**src/rtl/scsi_tgt_pkg.sv**
```systemverilog
package scsi_tgt_pkg;

  localparam int BUS_W = 8;
  localparam int ID_W  = $clog2(BUS_W);
  localparam int REM_W = 4;

  // {MSG, C/D, I/O}
  typedef enum logic [2:0] {
    PH_FREE  = 3'b000,
    PH_CMD   = 3'b010,
    PH_DIN   = 3'b001,
    PH_STAT  = 3'b011,
    PH_MSGIN = 3'b111
  } phase_e;

  localparam logic [BUS_W-1:0] STATUS_GOOD  = 8'h00;
  localparam logic [BUS_W-1:0] MSG_CMD_DONE = 8'h00;

  // {found, index of highest set bit}
  function automatic logic [ID_W:0] top_set_bit(input logic [BUS_W-1:0] v);
    logic [ID_W:0] r;
    r = '0;
    for (int i = 0; i < BUS_W; i++)
      if (v[i]) r = {1'b1, ID_W'(i)};
    return r;
  endfunction

  function automatic int count_ones(input logic [BUS_W-1:0] v);
    int n;
    n = 0;
    for (int i = 0; i < BUS_W; i++)
      if (v[i]) n++;
    return n;
  endfunction

  function automatic logic selection_match(input logic [BUS_W-1:0] v,
                                           input logic [ID_W-1:0]  own,
                                           input logic [ID_W-1:0]  win);
    logic [BUS_W-1:0] other;
    logic [ID_W:0]    t;
    other = v & ~(BUS_W'(1) << own);
    t     = top_set_bit(other);
    return v[own] && (count_ones(v) == 2) && t[ID_W] && (t[ID_W-1:0] == win);
  endfunction

  function automatic logic [REM_W-1:0] cmd_rem(input logic [BUS_W-1:0] b);
    return b[REM_W-1:0];
  endfunction

endpackage

```
**src/rtl/scsi_sel_det.sv**
```systemverilog
module scsi_sel_det
  import scsi_tgt_pkg::*;
#(
  parameter int BUS_FREE_CYC = 4
)(
  input  logic             clk,
  input  logic             rst_n,
  input  logic             bus_rst_i,
  input  logic             busy_i,
  input  logic             bsy_i,
  input  logic             sel_i,
  input  logic [BUS_W-1:0] db_i,
  input  logic [ID_W-1:0]  my_id_i,
  output logic             sel_hit_o
);

  localparam int CNT_W = $clog2(BUS_FREE_CYC + 1);

  typedef enum logic [1:0] {A_WAIT, A_FREE, A_ARB} arb_e;

  arb_e             st;
  logic [CNT_W-1:0] idle_cnt;
  logic [ID_W-1:0]  winner;
  logic [ID_W:0]    lead;
  logic             line_idle;

  assign lead      = top_set_bit(db_i);
  assign line_idle = !bsy_i && !sel_i;
  assign sel_hit_o = (st == A_ARB) && sel_i && !bsy_i && !busy_i &&
                     selection_match(db_i, my_id_i, winner);

  always_ff @(posedge clk or negedge rst_n) begin
    if (!rst_n) begin
      st       <= A_WAIT;
      idle_cnt <= '0;
      winner   <= '0;
    end else if (bus_rst_i || busy_i) begin
      st       <= A_WAIT;
      idle_cnt <= '0;
    end else begin
      case (st)
        A_WAIT: begin
          if (!line_idle)
            idle_cnt <= '0;
          else if (idle_cnt == CNT_W'(BUS_FREE_CYC - 1)) begin
            st       <= A_FREE;
            idle_cnt <= '0;
          end else
            idle_cnt <= idle_cnt + 1'b1;
        end
        A_FREE: begin
          if (sel_i)
            st <= A_WAIT;
          else if (bsy_i) begin
            st     <= A_ARB;
            winner <= lead[ID_W-1:0];
          end
        end
        A_ARB: begin
          if (sel_i && !bsy_i)
            st <= A_WAIT;
          else if (!sel_i) begin
            if (!bsy_i)
              st <= A_WAIT;
            else if (lead[ID_W])
              winner <= lead[ID_W-1:0];
          end
        end
        default: st <= A_WAIT;
      endcase
    end
  end

endmodule

```
**src/rtl/scsi_req_ack.sv**
```systemverilog
module scsi_req_ack
  import scsi_tgt_pkg::*;
(
  input  logic             clk,
  input  logic             rst_n,
  input  logic             abort_i,
  input  logic             start_i,
  input  logic             ack_i,
  input  logic [BUS_W-1:0] db_i,
  output logic             req_o,
  output logic             done_o,
  output logic [BUS_W-1:0] rx_o
);

  typedef enum logic [1:0] {H_IDLE, H_ARM, H_REQ, H_REL} hs_e;

  hs_e st;

  assign req_o  = (st == H_REQ);
  assign done_o = (st == H_REL) && !ack_i;

  always_ff @(posedge clk or negedge rst_n) begin
    if (!rst_n) begin
      st   <= H_IDLE;
      rx_o <= '0;
    end else if (abort_i) begin
      st <= H_IDLE;
    end else begin
      case (st)
        H_IDLE: if (start_i) st <= H_ARM;
        H_ARM:  if (!ack_i)  st <= H_REQ;
        H_REQ: if (ack_i) begin
          rx_o <= db_i;
          st   <= H_REL;
        end
        H_REL:  if (!ack_i)  st <= H_IDLE;
        default: st <= H_IDLE;
      endcase
    end
  end

endmodule

```
**src/rtl/scsi_tgt_seq.sv**
```systemverilog
module scsi_tgt_seq
  import scsi_tgt_pkg::*;
#(
  parameter int BUS_FREE_CYC = 4
)(
  input  logic             clk,
  input  logic             rst_n,
  input  logic             bus_rst_i,
  input  logic             bsy_i,
  input  logic             sel_i,
  input  logic             ack_i,
  input  logic [BUS_W-1:0] db_i,
  input  logic [ID_W-1:0]  my_id_i,
  input  logic [BUS_W-1:0] rd_data_i,
  input  logic             rd_valid_i,
  output logic             bsy_o,
  output logic             req_o,
  output logic             cd_o,
  output logic             io_o,
  output logic             msg_o,
  output logic [BUS_W-1:0] db_o,
  output logic             db_oe_o,
  output logic             rd_pop_o
);

  typedef enum logic [2:0] {
    T_IDLE, T_SEL, T_CMD, T_DWAIT, T_DATA, T_STAT, T_MSG
  } tst_e;

  tst_e             st;
  phase_e           ph;
  logic             hs_start;
  logic             hs_done;
  logic             sel_hit;
  logic [BUS_W-1:0] hs_rx;
  logic [BUS_W-1:0] db_q;
  logic [BUS_W-1:0] left;
  logic [REM_W-1:0] idx;
  logic [REM_W-1:0] rem;
  logic             cmd_last;
  logic [BUS_W-1:0] cmd_len;

  scsi_sel_det #(.BUS_FREE_CYC(BUS_FREE_CYC)) sel_det_i (
    .clk       (clk),
    .rst_n     (rst_n),
    .bus_rst_i (bus_rst_i),
    .busy_i    (bsy_o),
    .bsy_i     (bsy_i),
    .sel_i     (sel_i),
    .db_i      (db_i),
    .my_id_i   (my_id_i),
    .sel_hit_o (sel_hit)
  );

  scsi_req_ack hs_i (
    .clk     (clk),
    .rst_n   (rst_n),
    .abort_i (bus_rst_i),
    .start_i (hs_start),
    .ack_i   (ack_i),
    .db_i    (db_i),
    .req_o   (req_o),
    .done_o  (hs_done),
    .rx_o    (hs_rx)
  );

  assign cmd_last = (idx == '0) ? (cmd_rem(hs_rx) == '0) : (idx == rem);
  assign cmd_len  = (idx == '0) ? '0 : hs_rx;

  always_comb begin
    case (st)
      T_CMD:          ph = PH_CMD;
      T_DWAIT, T_DATA: ph = PH_DIN;
      T_STAT:         ph = PH_STAT;
      T_MSG:          ph = PH_MSGIN;
      default:        ph = PH_FREE;
    endcase
  end

  assign {msg_o, cd_o, io_o} = ph;
  assign bsy_o    = (st != T_IDLE);
  assign db_o     = db_q;
  assign db_oe_o  = (st == T_DATA) || (st == T_STAT) || (st == T_MSG);
  assign rd_pop_o = (st == T_DWAIT) && rd_valid_i && !bus_rst_i;

  always_ff @(posedge clk or negedge rst_n) begin
    if (!rst_n) begin
      st       <= T_IDLE;
      hs_start <= 1'b0;
      db_q     <= '0;
      left     <= '0;
      idx      <= '0;
      rem      <= '0;
    end else if (bus_rst_i) begin
      st       <= T_IDLE;
      hs_start <= 1'b0;
    end else begin
      hs_start <= 1'b0;
      case (st)
        T_IDLE: if (sel_hit) st <= T_SEL;
        T_SEL: if (!sel_i) begin
          st       <= T_CMD;
          idx      <= '0;
          hs_start <= 1'b1;
        end
        T_CMD: if (hs_done) begin
          if (idx == '0) rem <= cmd_rem(hs_rx);
          if (cmd_last) begin
            if (cmd_len != '0) begin
              st   <= T_DWAIT;
              left <= cmd_len;
            end else begin
              st       <= T_STAT;
              db_q     <= STATUS_GOOD;
              hs_start <= 1'b1;
            end
          end else begin
            idx      <= idx + 1'b1;
            hs_start <= 1'b1;
          end
        end
        T_DWAIT: if (rd_valid_i) begin
          db_q     <= rd_data_i;
          hs_start <= 1'b1;
          st       <= T_DATA;
        end
        T_DATA: if (hs_done) begin
          if (left == BUS_W'(1)) begin
            st       <= T_STAT;
            db_q     <= STATUS_GOOD;
            hs_start <= 1'b1;
          end else begin
            left <= left - 1'b1;
            st   <= T_DWAIT;
          end
        end
        T_STAT: if (hs_done) begin
          st       <= T_MSG;
          db_q     <= MSG_CMD_DONE;
          hs_start <= 1'b1;
        end
        T_MSG: if (hs_done) st <= T_IDLE;
        default: st <= T_IDLE;
      endcase
    end
  end

endmodule

```
**config.mk**
```make
export PLATFORM = sky130hd
export DESIGN_NAME = scsi_tgt_seq
export DESIGN_NICKNAME = d
export VERILOG_FILES = /design/src/rtl/scsi_tgt_pkg.sv /design/src/rtl/scsi_sel_det.sv /design/src/rtl/scsi_req_ack.sv /design/src/rtl/scsi_tgt_seq.sv
export SDC_FILE = /design/constraint.sdc
export NUM_CORES = 1
export LEC_CHECK = 0
export BUFFER_PORTS_ARGS = -buffer_cell sky130_fd_sc_hd__buf_4
export CORE_ASPECT_RATIO = 2
export CORE_MARGIN = 8
export CORE_UTILIZATION = 40
export CTS_CLUSTER_DIAMETER = 40
export DETAILED_ROUTE_END_ITERATION = 12
export HOLD_SLACK_MARGIN = 0.02
export PLACE_DENSITY = 0.57
export SLEW_MARGIN = 20
export SYNTH_ARGS = -nofsm -noshare
export SYNTH_HDL_FRONTEND = slang
export SYNTH_SLANG_ARGS = --single-unit
```
**constraint.sdc**
```tcl
create_clock -name clk -period 3.86 [get_ports clk]
set_clock_uncertainty 0.2 [all_clocks]
set_input_delay 0.772 -clock clk [delete_from_list [all_inputs] [get_ports clk]]
set_output_delay 0.772 -clock clk [all_outputs]
set_load 0.02 [all_outputs]
```
==> impl_summary.md <==
Timing
Setup repair after global routing could not meet its margin everywhere. Setup violations remaining at the end of the flow were counted as 3. For the finished layout, the period the worst path requires is 4.65 ns. The count of final max-slew check failures was 0. The highest clock frequency the design can meet is 0.215 GHz. The final hold violation count is 0. The actual transition at the worst max-transition pin is around 0.59 ns. The remaining max-slew budget at the tightest pin is 0.601.

The slack of the critical path is -0.795 ns. Hold is met by around 0.28 ns. In the finished design, the share of the clock period the worst path needs comes to 1.21.

Setup path
Of all nets on the critical path, the largest fanout is 3. The critical path class is input pin to flop. The data arrival time at the worst-slack endpoint is 4.63 ns.

The worst endpoint required time is approximately 3.8 ns. For flop-to-flop paths, the worst setup slack is between 0.5 and 0.6 ns. The critical path startpoint category is an input pin. The endpoint class of the critical path is a flop.

Logic synthesis
The share of the Yosys chip area taken by registers is 0.320. The mean post-synth cell area is roughly 8.4 sq um. The warning count from the yosys run is 0. The number of synthesized register bits is 46. The fraction of registers with async set/reset is 1.00. The largest total area in the synthesized netlist belongs to dfrtp_1.

The number of flops mapped to enable cells by yosys is 0. The area share of the leading cell type in the synthesized netlist is 0.320. In this run the cell area of the synthesized design comes to roughly 3600 sq um.

The flip-flop cell with the highest count after synthesis is dfrtp_1. Synthesis instantiated a little over 70 different standard cells from the library. When the netlist entered floorplanning its net count stood at approximately 470. After technology mapping, the gate count stands at approximately 430.

By area the synthesized netlist is led by dfrtp_1 32%, ha_1 6.6%, nand2_1 5.5%, o21ai_0 5.1%, mux2_2 3.8%.

Placement
The congestion estimate from routability-driven global placement came to about 0.84. The post-detailed-placement half-perimeter wirelength is roughly 8000 microns. The count of port buffers added during placement is 40.

Floorplan
From bottom edge to top edge, the die measures about 150 microns. The I/O pin count is 41. Measured along the x axis, the die boundary spans around 83 microns.

The floorplan has roughly 50 rows. The floorplan step defined a die boundary enclosing 12,500 sq um. The initial utilization of the core area, before any placement, comes to 0.405.

The core outline area is ~8900 sq um.

Power and ir drop
For this design the static power due to leakage is around 2.1 nW. The total chip power is between 2 and 2.5 mW. Dividing total power by cell area gives a power density of roughly 480 nW/um^2. The maximum vdd ir drop is roughly 0.2 mV.

Status
The checks that failed: setup timing. The run finished, with violations left.

Worst hold path
The tightest min-delay check is of the flop to flop type.

Drt
For this run, the detailed router's first-pass iteration total came to 4. Dividing the detail-routed via count by the number of cells gives 5.70. The count of nets left with antenna violations once routing finished came out at 0.

In the final routed layout, each cell accounts on average for around 17 microns. After detailed routing, the number of remaining DRC violations is 0. Across all layers, the routed design uses approximately 3,400 vias. After the first detailed-routing iteration, the DRC count stood at between 200 and 250.

The total wire length after detailed routing is a little over 10,000 microns.

CTS
The clock tree from TritonCTS is built. Counting along the longest clock path gives a buffer depth of 2. The clock-pin transition on the worst setup and hold timing paths is around 0.06 ns.

In this run the number of H-tree levels came out at 2. The cell sitting at the root of the clock tree is a clkbuf_16. For the worst-skew pair, the clock arrives at the later sink with an insertion delay of 0.29 ns. In this run, CTS created clock tree buffers numbering 5. The number of hold-repair buffers added at the cts stage is 0. The tree built by TritonCTS fans out to 46 sinks.

Cells and area
The final-layout fill cell count is slightly below 900. The area growth from synthesis to layout is 28.0%. For this run, the post-layout net count is approximately 540. Of the cells placed in the final design, the portion with a size suffix greater than 1 is 0.263.

0 antenna diodes ended up in the layout.

Flow run
The number of maximum-capacitance violations is 0.

GRT
The aggregate global routing overflow is 0. The first-pass GRT wire length is ~17,000 microns. In the global route stage, overall resource usage came out at 0.169. The initial antenna violation count came to 0. Entering global routing, the biggest net connects 47 pins. The number of global-route vias before repair is between 3,000 and 4,000.
==> metrics by stage <==
stage | setup slack [ns] | util | TNS, ns | cell area, sq um | std cells
3_3_place_gp | -1.29 | 0.487 | -3.66 | 4330 | 582
2_1_floorplan | -1.09 | - | -2.85 | 3750 | 429
6_report | -0.795 | 0.518 | -2.23 | 4600 | 593
5_1_grt | -0.946 | 0.518 | -2.74 | 4600 | 593
4_1_cts | -0.830 | 0.513 | -2.34 | 4560 | 592
3_5_place_dp | -1.35 | 0.487 | -3.84 | 4330 | 582
==> cell usage in the layout (no fill, tap or decap), types with 3 or more instances in the layout <==
cell type   n
buf_4      75
a21o_1      4
a21oi_1    25
a31oi_1     3
or2_2       3
ha_4        7
nor2_1     34
nand3b_1    3
a211oi_1    7
o21bai_1    3
clkbuf_16   5
mux2_2     11
nand3_1    12
dfrtp_1    46
mux2i_1     5
nand2b_1   10
nand4_1     4
inv_1      15
xor2_1      4
nor4b_1     3
nor3_1      9
xnor2_1     8
or4_1       4
ha_1       12
or3_1       5
nand2_1    50
nor2b_1     7
a32oi_1     3
o21ai_0    35
o21ai_1     5
==> state kept, by name (all words and copies together), names as in the netlist <==
name and count:
sel_det_i.idle_cnt 3, st 3, sel_det_i.winner 3, hs_i.rx_o 8
rem 4, sel_det_i.st 2, hs_start 1, hs_i.st 2
db_o 8, left 8, idx 4
==> layout make-up <==
cell class                 count  area, sq um  area share
tap                          102          128      0.0277
multi-input combinational    342         2460       0.535
inverter                      18         92.6      0.0201
sequential                    46         1150       0.250
clock inverter                 2         37.5     0.00815
clock buffer                   6          129      0.0280
timing repair buffer          77          603       0.131
==> power by group <==
group	internal, mW	total, mW	switching (mW)
Sequential	0.554	0.650	0.0963
Combinational	0.475	1.05	0.573
Clock	0.306	0.490	0.184
Total	1.33	2.19	0.853
==> layer usage <==
metal | GRT usage | vias up | share of wire
met4 | 0.102 | 0 | 0.044
met3 | 0.0265 | 21 | 0.030
met5 | 0 | - | 0
met1 | 0.162 | 1624 | 0.36
li1 | - | 1660 | -
met2 | 0.327 | 78 | 0.57
==> path summary, 6_finish.rpt <==
path,start,to,depth (start not counted)
max in group asynchronous,rst_n,db_o[4],1
min in group asynchronous,rst_n,hs_i.st[0],1
worst min register to register,db_o[0],db_o[0],2
worst min-delay path,db_o[0],db_o[0],2
worst max register to register,idx[0],left[0],11
worst max-delay path,db_i[0],st[0],24
==> cell usage after synthesis (all sizes together) (7+ instances only) <==
| library cell | n |
|---|---|
| ha | 19 |
| nor3 | 10 |
| buf | 7 |
| nor2 | 35 |
| nand3 | 12 |
| dfrtp | 46 |
| nand2b | 11 |
| o21ai | 42 |
| mux2 | 13 |
| nand2 | 53 |
| xnor2 | 9 |
| a211oi | 7 |
| clkbuf | 16 |
| inv | 18 |
| nor2b | 9 |
| a21oi | 26 |
==> timing repair <==
action / in CTS / in global routing
pin swaps: 4 / 0
setup endpoints to repair: 3 / 3
resized for setup: 11 / 6
setup buffers: 2 / 1
==> logic make-up (layout without fill, tap and decap cells) <==
logic type               count (synthesis)  in the layout  synth area share
multiplexers                            20             20            0.0671
XOR/XNOR                                16             16            0.0529
AND/OR/NAND/NOR                        170            170             0.243
AO/OA/AOI/OAI                          117            117             0.206
buffers and inverters                   41            103            0.0452
flip-flops                              46             46             0.320
adder cells (fa/ha/maj)                 19             19            0.0661
==> critical path, cell delays in order <==
cell and delay (ns):
buf_12 0.12, ha_4 0.16, nor2b_4 0.12, or2_4 0.24, ha_4 0.27, nand2b_4 0.13, o21ai_4 0.06, inv_2 0.06
ha_4 0.20, nand2_4 0.06, o21ai_2 0.05, ha_1 0.28, nand2_1 0.07, o21a_1 0.15, nand2_2 0.09, ha_4 0.24
mux2_4 0.29, ha_4 0.27, nand2_2 0.04, o221a_1 0.25, nor3_2 0.12, a41oi_2 0.13, a21oi_2 0.17, mux2_4 0.31
(Power assumes the default switching activity.)
